### config.mk
export PLATFORM = sky130hd
export DESIGN_NAME = ovt_vec_adder
export DESIGN_NICKNAME = d
export VERILOG_FILES = /design/src/rtl/ovt_pkg.sv /design/src/rtl/ovt_lane_arith.sv /design/src/rtl/ovt_flag_merge.sv /design/src/rtl/ovt_vec_adder.sv
export SDC_FILE = /design/constraint.sdc
export NUM_CORES = 1
export LEC_CHECK = 0
export BUFFER_PORTS_ARGS = -buffer_cell sky130_fd_sc_hd__buf_2
export CAP_MARGIN = 20
export CORE_AREA = 8 8 297 299
export DETAILED_ROUTE_END_ITERATION = 7
export DIE_AREA = 0 0 305 307
export PLACE_DENSITY = 0.4
export SLEW_MARGIN = 5
export SYNTH_ARGS = -nofsm -noshare
export SYNTH_HDL_FRONTEND = slang
export SYNTH_SLANG_ARGS = --single-unit
### constraint.sdc
create_clock -name clk -period 0.85 [get_ports clk]
set_clock_uncertainty 0.05 [all_clocks]
set_input_delay 0.085 -clock clk [delete_from_list [all_inputs] [get_ports clk]]
set_output_delay 0.085 -clock clk [all_outputs]
set_load 0.05 [all_outputs]
### src/rtl/ovt_pkg.sv
package ovt_pkg;
  localparam int unsigned ELEM_W   = 32;
  localparam int unsigned ST_SOVF  = 0;  // signed overflow flag position
  localparam int unsigned ST_UCARY = 1;  // unsigned carry/borrow flag position
  localparam int unsigned ST_BITS  = 2;

  typedef struct packed {
    logic ucary;
    logic sovf;
  } ovt_stat_t;
endpackage

### src/rtl/ovt_lane_arith.sv
module ovt_lane_arith
  import ovt_pkg::*;
#(
  parameter int unsigned W = ELEM_W
) (
  input  logic [W-1:0] a,
  input  logic [W-1:0] b,
  input  logic         sub,
  output logic [W-1:0] value,
  output logic         sovf,
  output logic         uflag
);
  logic [W-1:0] b_eff;
  logic [W:0]   wide;
  logic         cout;

  always_comb begin
    b_eff = sub ? ~b : b;
    wide  = {1'b0, a} + {1'b0, b_eff} + {{W{1'b0}}, sub};
    value = wide[W-1:0];
    cout  = wide[W];
    // borrow is the inverse of the carry out when subtracting
    uflag = sub ? ~cout : cout;
    sovf  = (a[W-1] == b_eff[W-1]) && (value[W-1] != a[W-1]);
  end
endmodule

### src/rtl/ovt_flag_merge.sv
module ovt_flag_merge
  import ovt_pkg::*;
#(
  parameter int unsigned W = ELEM_W
) (
  input  ovt_stat_t    stat_a,
  input  ovt_stat_t    stat_b,
  input  logic         sovf,
  input  logic         uflag,
  input  logic         sign_mode,
  output logic [W-1:0] stat_word
);
  ovt_stat_t merged;

  always_comb begin
    merged.sovf  = stat_a.sovf  | stat_b.sovf  | (sign_mode  & sovf);
    merged.ucary = stat_a.ucary | stat_b.ucary | (!sign_mode & uflag);
    stat_word           = '0;
    stat_word[ST_SOVF]  = merged.sovf;
    stat_word[ST_UCARY] = merged.ucary;
  end
endmodule

### src/rtl/ovt_vec_adder.sv
module ovt_vec_adder
  import ovt_pkg::*;
#(
  parameter int unsigned LANES = 8
) (
  input  logic                      clk,
  input  logic                      rst_n,
  input  logic                      op_sub,
  input  logic                      sign_mode,
  input  logic [LANES*ELEM_W-1:0]   opa,
  input  logic [LANES*ELEM_W-1:0]   opb,
  output logic [LANES*ELEM_W-1:0]   result
);
  localparam int unsigned PAIRS = LANES / 2;
  localparam int unsigned VW    = LANES * ELEM_W;

  logic [VW-1:0] res_d;
  logic [VW-1:0] res_q;
  logic          past_ok;
  logic [PAIRS*(ELEM_W-ST_BITS)*2-1:0] unused_hi;

  for (genvar p = 0; p < PAIRS; p++) begin : g_pair
    localparam int unsigned EV = 2*p*ELEM_W;
    localparam int unsigned OD = EV + ELEM_W;

    logic       sovf;
    logic       uflag;
    ovt_stat_t  sa;
    ovt_stat_t  sb;

    assign sa = ovt_stat_t'(opa[OD +: ST_BITS]);
    assign sb = ovt_stat_t'(opb[OD +: ST_BITS]);
    assign unused_hi[p*2*(ELEM_W-ST_BITS) +: 2*(ELEM_W-ST_BITS)] =
      {opa[OD+ST_BITS +: ELEM_W-ST_BITS], opb[OD+ST_BITS +: ELEM_W-ST_BITS]};

    ovt_lane_arith #(.W(ELEM_W)) u_arith (
      .a     (opa[EV +: ELEM_W]),
      .b     (opb[EV +: ELEM_W]),
      .sub   (op_sub),
      .value (res_d[EV +: ELEM_W]),
      .sovf  (sovf),
      .uflag (uflag)
    );

    ovt_flag_merge #(.W(ELEM_W)) u_merge (
      .stat_a    (sa),
      .stat_b    (sb),
      .sovf      (sovf),
      .uflag     (uflag),
      .sign_mode (sign_mode),
      .stat_word (res_d[OD +: ELEM_W])
    );

    AST_DATA_WRAP: assert property (@(posedge clk) disable iff (!rst_n)
      past_ok |-> result[EV +: ELEM_W] ==
        ($past(op_sub) ? $past(opa[EV +: ELEM_W]) - $past(opb[EV +: ELEM_W])
                       : $past(opa[EV +: ELEM_W]) + $past(opb[EV +: ELEM_W])));
    AST_KEEP_SOVF: assert property (@(posedge clk) disable iff (!rst_n)
      (past_ok && $past(opa[OD+ST_SOVF] | opb[OD+ST_SOVF])) |-> result[OD+ST_SOVF]);
    AST_KEEP_UCARY: assert property (@(posedge clk) disable iff (!rst_n)
      (past_ok && $past(opa[OD+ST_UCARY] | opb[OD+ST_UCARY])) |-> result[OD+ST_UCARY]);
    AST_NO_NEW_UCARY: assert property (@(posedge clk) disable iff (!rst_n)
      (past_ok && $past(sign_mode) && !$past(opa[OD+ST_UCARY] | opb[OD+ST_UCARY]))
        |-> !result[OD+ST_UCARY]);
    AST_NO_NEW_SOVF: assert property (@(posedge clk) disable iff (!rst_n)
      (past_ok && !$past(sign_mode) && !$past(opa[OD+ST_SOVF] | opb[OD+ST_SOVF]))
        |-> !result[OD+ST_SOVF]);
  end

  always_ff @(posedge clk or negedge rst_n) begin
    if (!rst_n) begin
      res_q   <= '0;
      past_ok <= 1'b0;
    end else begin
      res_q   <= res_d;
      past_ok <= 1'b1;
    end
  end

  assign result = res_q;
endmodule

==> results of run 1 <==
what timing repair did:
| action | 4_1_cts | 5_1_grt |
|---|---|---|
| pin swaps | 85 | 90 |
| setup buffers | 46 | 26 |
| gates cloned | 3 | 1 |
| resized for setup | 186 | 149 |
| endpoints found under the hold margin | 191 | 14 |
| setup endpoints to repair | 267 | 267 |
cell usage after synthesis (all sizes together), types with 15 or more instances:
| cell | instances | area [um2] |
|---|---|---|
| a31oi | 15 | 108.9 |
| nand2 | 49 | 183.9 |
| a21oi | 103 | 519.3 |
| dfrtp | 136 | 3403 |
| buf | 128 | 932.1 |
| o21ai | 61 | 305.3 |
| xor2 | 165 | 1445 |
| clkbuf | 15 | 56.30 |
| nor2b | 20 | 125.1 |
| o21bai | 16 | 120.1 |
| a211oi | 19 | 142.6 |
| o21a | 23 | 172.7 |
| inv | 43 | 161.4 |
| nand3 | 21 | 105.1 |
| xnor2 | 71 | 621.9 |
| nor2 | 68 | 255.2 |
| a21o | 54 | 405.4 |
| nor3 | 24 | 120.1 |
| ha | 124 | 1551 |
layout by cell type, fill, tap and decap left out, drive strengths merged, types with 24 or more instances in the layout:
| master | synthesis | final |
|---|---|---|
| buf | 128 | 855 |
| xor2 | 165 | 165 |
| dfrtp | 136 | 136 |
| ha | 124 | 124 |
| conb | 1 | 120 |
| a21oi | 103 | 103 |
| xnor2 | 71 | 71 |
| nor2 | 68 | 68 |
| o21ai | 61 | 61 |
| a21o | 54 | 54 |
| nand2 | 49 | 49 |
| inv | 43 | 49 |
| nor3 | 24 | 24 |
layout make-up:
| type | instances | area, um2 | area share, % |
|---|---|---|---|
| inverters | 43 | 161.4 | 0.7555 |
| multi-input cells | 1096 | 9316 | 43.61 |
| repair buffers | 881 | 6502 | 30.44 |
| well taps | 1080 | 1351 | 6.325 |
| flip-flops and latches | 136 | 3406 | 15.94 |
| clock buffers | 19 | 452.9 | 2.120 |
| diodes | 15 | 37.54 | 0.1757 |
| clock inverters | 13 | 135.1 | 0.6325 |
where the power goes:
| part | total (mW) | internal [mW] | leakage [nW] | switching, mW |
|---|---|---|---|---|
| registers | 9.40 | 8.39 | 1.56 | 1.01 |
| clock network | 8.07 | 4.26 | 0.289 | 3.81 |
| logic | 28.5 | 11.1 | 8.48 | 17.3 |
| total | 45.9 | 23.8 | 10.3 | 22.2 |
metal layers:
layer / up-vias / part of all wire, %
met5: - / 0.29
met1: 5989 / 45
met3: 80 / 8.1
met2: 451 / 45
met4: 26 / 1.5
li1: 6142 / -
logic make-up (layout without fill, tap and decap cells):
group / after synthesis / count (layout) / synth area share (%)
AOI/OAI and AO/OA: 360 / 360 / 20.11
xor gates and xnor gates: 236 / 236 / 17.31
DFF: 136 / 136 / 28.50
buffers and inverters: 186 / 956 / 9.629
and+or+nand+nor: 246 / 246 / 10.23
other: 1 / 135 / 0.03140
adders and majority gates: 128 / 128 / 13.66
muxes: 6 / 6 / 0.5344
per-stage QoR:
step,instances,cell area (um2)
floorplan,1418,12820
global placement,3164,18560
detailed placement,3164,18560
CTS,3261,20630
global route,3271,21330
finish,3283,21360
path summary, 6_finish.rpt:
check                                        end  slack, ns     from
max                        result[160]$_DFF_PN0_      -1.74   op_sub
min in group asynchronous  result[218]$_DFF_PN0_      -0.03    rst_n
min                         result[33]$_DFF_PN0_      -0.15  opb[33]
max in group asynchronous  result[203]$_DFF_PN0_       0.26    rst_n
==> out/qor.txt, run 1 <==
die area - 0.09364 mm2
setup slack after layout - -1.744 ns
layout cells sized above 1 - 50.64%
synth warn - 0
area grow syn2layout - 78.90%
Hold Crit Class - input port to flip-flop
Mean Syn Cell Area - 9.193 um2
standard-cell row count - 106
Clock Sinks - 136
wirelength, routed - 62330 um
Setup WS pre-CTS - -2.468 ns
largest net degree at the start of global routing - 31
Hold Slack - -0.1487 ns
GRT overflow - 0
buffers and inverters on the worst path - 3
Chip Width - 305 um
GR Layer Usage met2 - 20.27%
First-pass DRT Iterations - 4
cells after synthesis - 1299
H-tree Lvls - 4
first-pass GRT wire length - 90080 um
Setup crit end kind - flip-flop
Clock transition at path regs - 0.08 ns
Post-Syn Area - 0.01194 mm2
Hold-fix buffers, CTS - 23
CTS max path bufs - 2
Final Hold Vio Count - 12
Tightest Pin Transition - 0.7487 ns
IO Count - 772
top_reg_cell synth - dfrtp_1
synthesized flop and latch total - 136
worst path cell trace - clkbuf_16 > buf_8 > xor2_1 > ha_1 > a21oi_2 > nor2b_2 > o31a_1 > o31a_1 > o41ai_4 > buf_4 > a21oi_4 > a31oi_4 > xnor2_1 > a311o_1
final setup fails - 267
initial core utilization - 14.36%
slowest cell on the critical path - o41ai_4
post-synth cell types - 68
Tmin final - 2.594 ns
initial antenna violation count - 37
Synth async-reset ratio - 100.0%
grt met3 use - 5.573%
Nets - 2819
Hold Crit Depth - 3
Seq/Total Area, Yosys - 28.50%
area of the core - 0.08316 mm2
Max VDD drop - 0.001570 V
max-slew violations - 0
total power - 45.93 mW
via count - 12688
Req. time, crit path - 1.18 ns
slew margin rel. - 49.90%
Power Density - 2150 mW/mm2
port buffer count - 411
Starting DRT DRC Count - 405
fillcell total - 8952
Arr. time, crit path - 2.93 ns
vias in the first global route - 14083
post-DR wirelength/cell - 18.99 um
MaxCap Viol Count - 0
Largest register FFs - 136
status - finished, violations left
TNS Setup - -203.43 ns
DRT antenna net count - 0
GRT busiest layer - met2
Levels on crit path - 14
crit path max fanout - 6
CP delay by family, top - compound AO/OA/AOI/OAI gates
Tcrit/Tclk final - 305.2%
failing checks - negative hold slack, negative setup slack
CP max stage delay - 0.38 ns
GRT Overall Usage - 12.88%
critical path class - input port to flip-flop
number of enable flip-flop cells after synthesis - 0
crit start category - input port
Vias/cell - 3.865
CTS tree - built
post-layout util - 25.69%
M1 GR Usage - 16.16%
CTS root buffer - clkbuf_16
RSZ-0062 raised after global routing - true
Leak Pwr - 10.33 nW
most used cell, CP - o31a_1
f_max - 0.3855 GHz
Residual DRC - 0
DIE HEIGHT - 307 um
DP Wirelength - 52260 um
GPL Wtd Cong - 0.8136
total CTS buffers - 17
Power figures use the tool's default switching activity.
==> run 2, diff against run 1 <==
--- a/config.mk
+++ b/config.mk
@@ -7,9 +7,9 @@
 export LEC_CHECK = 0
 export BUFFER_PORTS_ARGS = -buffer_cell sky130_fd_sc_hd__buf_2
 export CAP_MARGIN = 20
-export CORE_AREA = 8 8 297 299
+export CORE_AREA = 8 8 295 297
 export DETAILED_ROUTE_END_ITERATION = 7
-export DIE_AREA = 0 0 305 307
+export DIE_AREA = 0 0 303 305
 export PLACE_DENSITY = 0.4
 export SLEW_MARGIN = 5
 export SYNTH_ARGS = -nofsm -noshare
==> out/qor.txt, run 2 (synthesized netlist as in run 1, its figures left out) <==
setup slack after layout - -1.732 ns
H-tree Lvls - 4
worst path cell trace - clkbuf_16 > buf_12 > buf_12 > xor2_1 > ha_1 > a21o_1 > a21o_1 > a221oi_2 > inv_2 > o41ai_4 > buf_4 > a21oi_4 > a31oi_4 > xnor2_2 > a311o_1
first-pass GRT wire length - 88440 um
Clock power frac - 16.9%
DP Wirelength - 51080 um
Leak Pwr - 10.76 nW
DRT antenna net count - 0
post-DR wirelength/cell - 18.69 um
Chip Width - 303 um
TNS Setup - -196.25 ns
failing checks - negative hold slack, negative setup slack
area grow syn2layout - 87.13%
GRT Overall Usage - 12.91%
fillcell total - 8797
critical path class - input port to flip-flop
CTS tree - built
largest net degree at the start of global routing - 51
First-pass DRT Iterations - 4
total power - 48.18 mW
layout cells sized above 1 - 52.66%
crit path max fanout - 6
Nets - 2851
Post-DP Area - 0.01844 mm2
slowest cell on the critical path - ha_1
Tmin final - 2.582 ns
most common cell after layout, fill and taps aside - buf_4
Residual DRC - 0
Hold Slack - -0.1755 ns
Final Hold Vio Count - 6
standard-cell row count - 106
IO Count - 772
Setup crit end kind - flip-flop
Largest register FFs - 136
port buffer count - 411
CTS root buffer - clkbuf_16
buffers and inverters on the worst path - 5
Hold Startpoint - opa[33]
Hold Crit Class - input port to flip-flop
total CTS buffers - 17
Starting DRT DRC Count - 461
max-slew violations - 0
Setup WS pre-CTS - -2.522 ns
via count - 12728
Req. time, crit path - 1.17 ns
status - finished, violations left
MaxCap Viol Count - 0
combinational power share - 62.8%
Arr. time, crit path - 2.90 ns
final setup fails - 266
GRT overflow - 0
Vias/cell - 3.834
Clock Sinks - 136
CP delay by family, top - compound AO/OA/AOI/OAI gates
wirelength, routed - 62040 um
Pint - 25.76 mW
die area - 0.09242 mm2
Reg power frac - 20.3%
Tcrit/Tclk final - 303.8%
RSZ-0062 raised after global routing - true
Setup crit start - op_sub
DIE HEIGHT - 305 um
commonest non-fill, non-tap cells in the layout - 412 x buf_4, 273 x buf_2, 162 x buf_6
area of the core - 0.08263 mm2
Net Switching - 22.42 mW
CTS max path bufs - 2
crit start category - input port
initial antenna violation count - 39
Hold-fix buffers, CTS - 24
GPL Wtd Cong - 0.8628
Final Cell Area - 0.02235 mm2
Clock transition at path regs - 0.07 ns
vias in the first global route - 14026
f_max - 0.3873 GHz
Power Density - 2156 mW/mm2
switching share of total power - 46.54%
CP max stage delay - 0.32 ns
initial core utilization - 14.45%
Max VDD drop - 0.001716 V
run 2: cell types whose count changed in the layout (fill, tap and decap cells not counted), moves of 7 or more:
cell and change:
a21oi_2 +7, xnor2_2 +8, buf_2 -90, buf_6 +108, a21oi_1 -11, buf_4 +13
run 2: path summary, 6_finish.rpt:
kind                                         end  slack [ns]  cells past startpoint
worst min-delay path        result[33]$_DFF_PN0_       -0.18                      3
worst max-delay path       result[160]$_DFF_PN0_       -1.73                     15
min in group asynchronous  result[217]$_DFF_PN0_        0.06                      3
max in group asynchronous   result[97]$_DFF_PN0_        0.29                      4
run 2: what timing repair did:
action | CTS | global route
setup endpoints to repair | 267 | 267
endpoints found under the hold margin | 186 | 10
setup buffers | 45 | 56
cloned | 6 | 1
gates resized for setup | 167 | 483
pin swaps | 76 | 143
run 2: layout make-up:
type	count	area, um2	share of cell area (%)
clock inverter	12	140.1	0.6271
inverter	43	161.4	0.7223
timing repair buffer	913	7395	33.09
tap	1080	1351	6.047
multi-input combinational	1096	9388	42.01
clock buffer	20	456.7	2.044
antenna	20	50.05	0.2240
sequential	136	3405	15.24
run 2: power groups by stage:
stage	logic, mW	clock network, mW	registers [mW]
3_5_place_dp	25.2	0	9.54
5_1_grt	32.1	8.81	9.98
4_1_cts	27.0	8.64	9.51
3_3_place_gp	25.2	0	9.55
2_1_floorplan	8.83	0	16.0
6_report	30.2	8.15	9.79
run 2: metal layers:
metal	track usage [%]	share of wire (%)	vias to the layer above
met5	0	0.23	-
met4	3.854	1.7	22
met3	5.749	9.3	68
met2	20.32	46	449
met1	15.72	43	5980
li1	-	-	6209
run 2: stage by stage:
step                std cells  utilization (%)  hold slack (ns)
global placement         3154            22.31        -0.008117
detailed placement       3154            22.31        -0.009782
global route             3303            26.99          -0.1979
finish                   3320            27.05          -0.1755
floorplan                1418                -          -0.2606
CTS                      3259            24.82          -0.2225
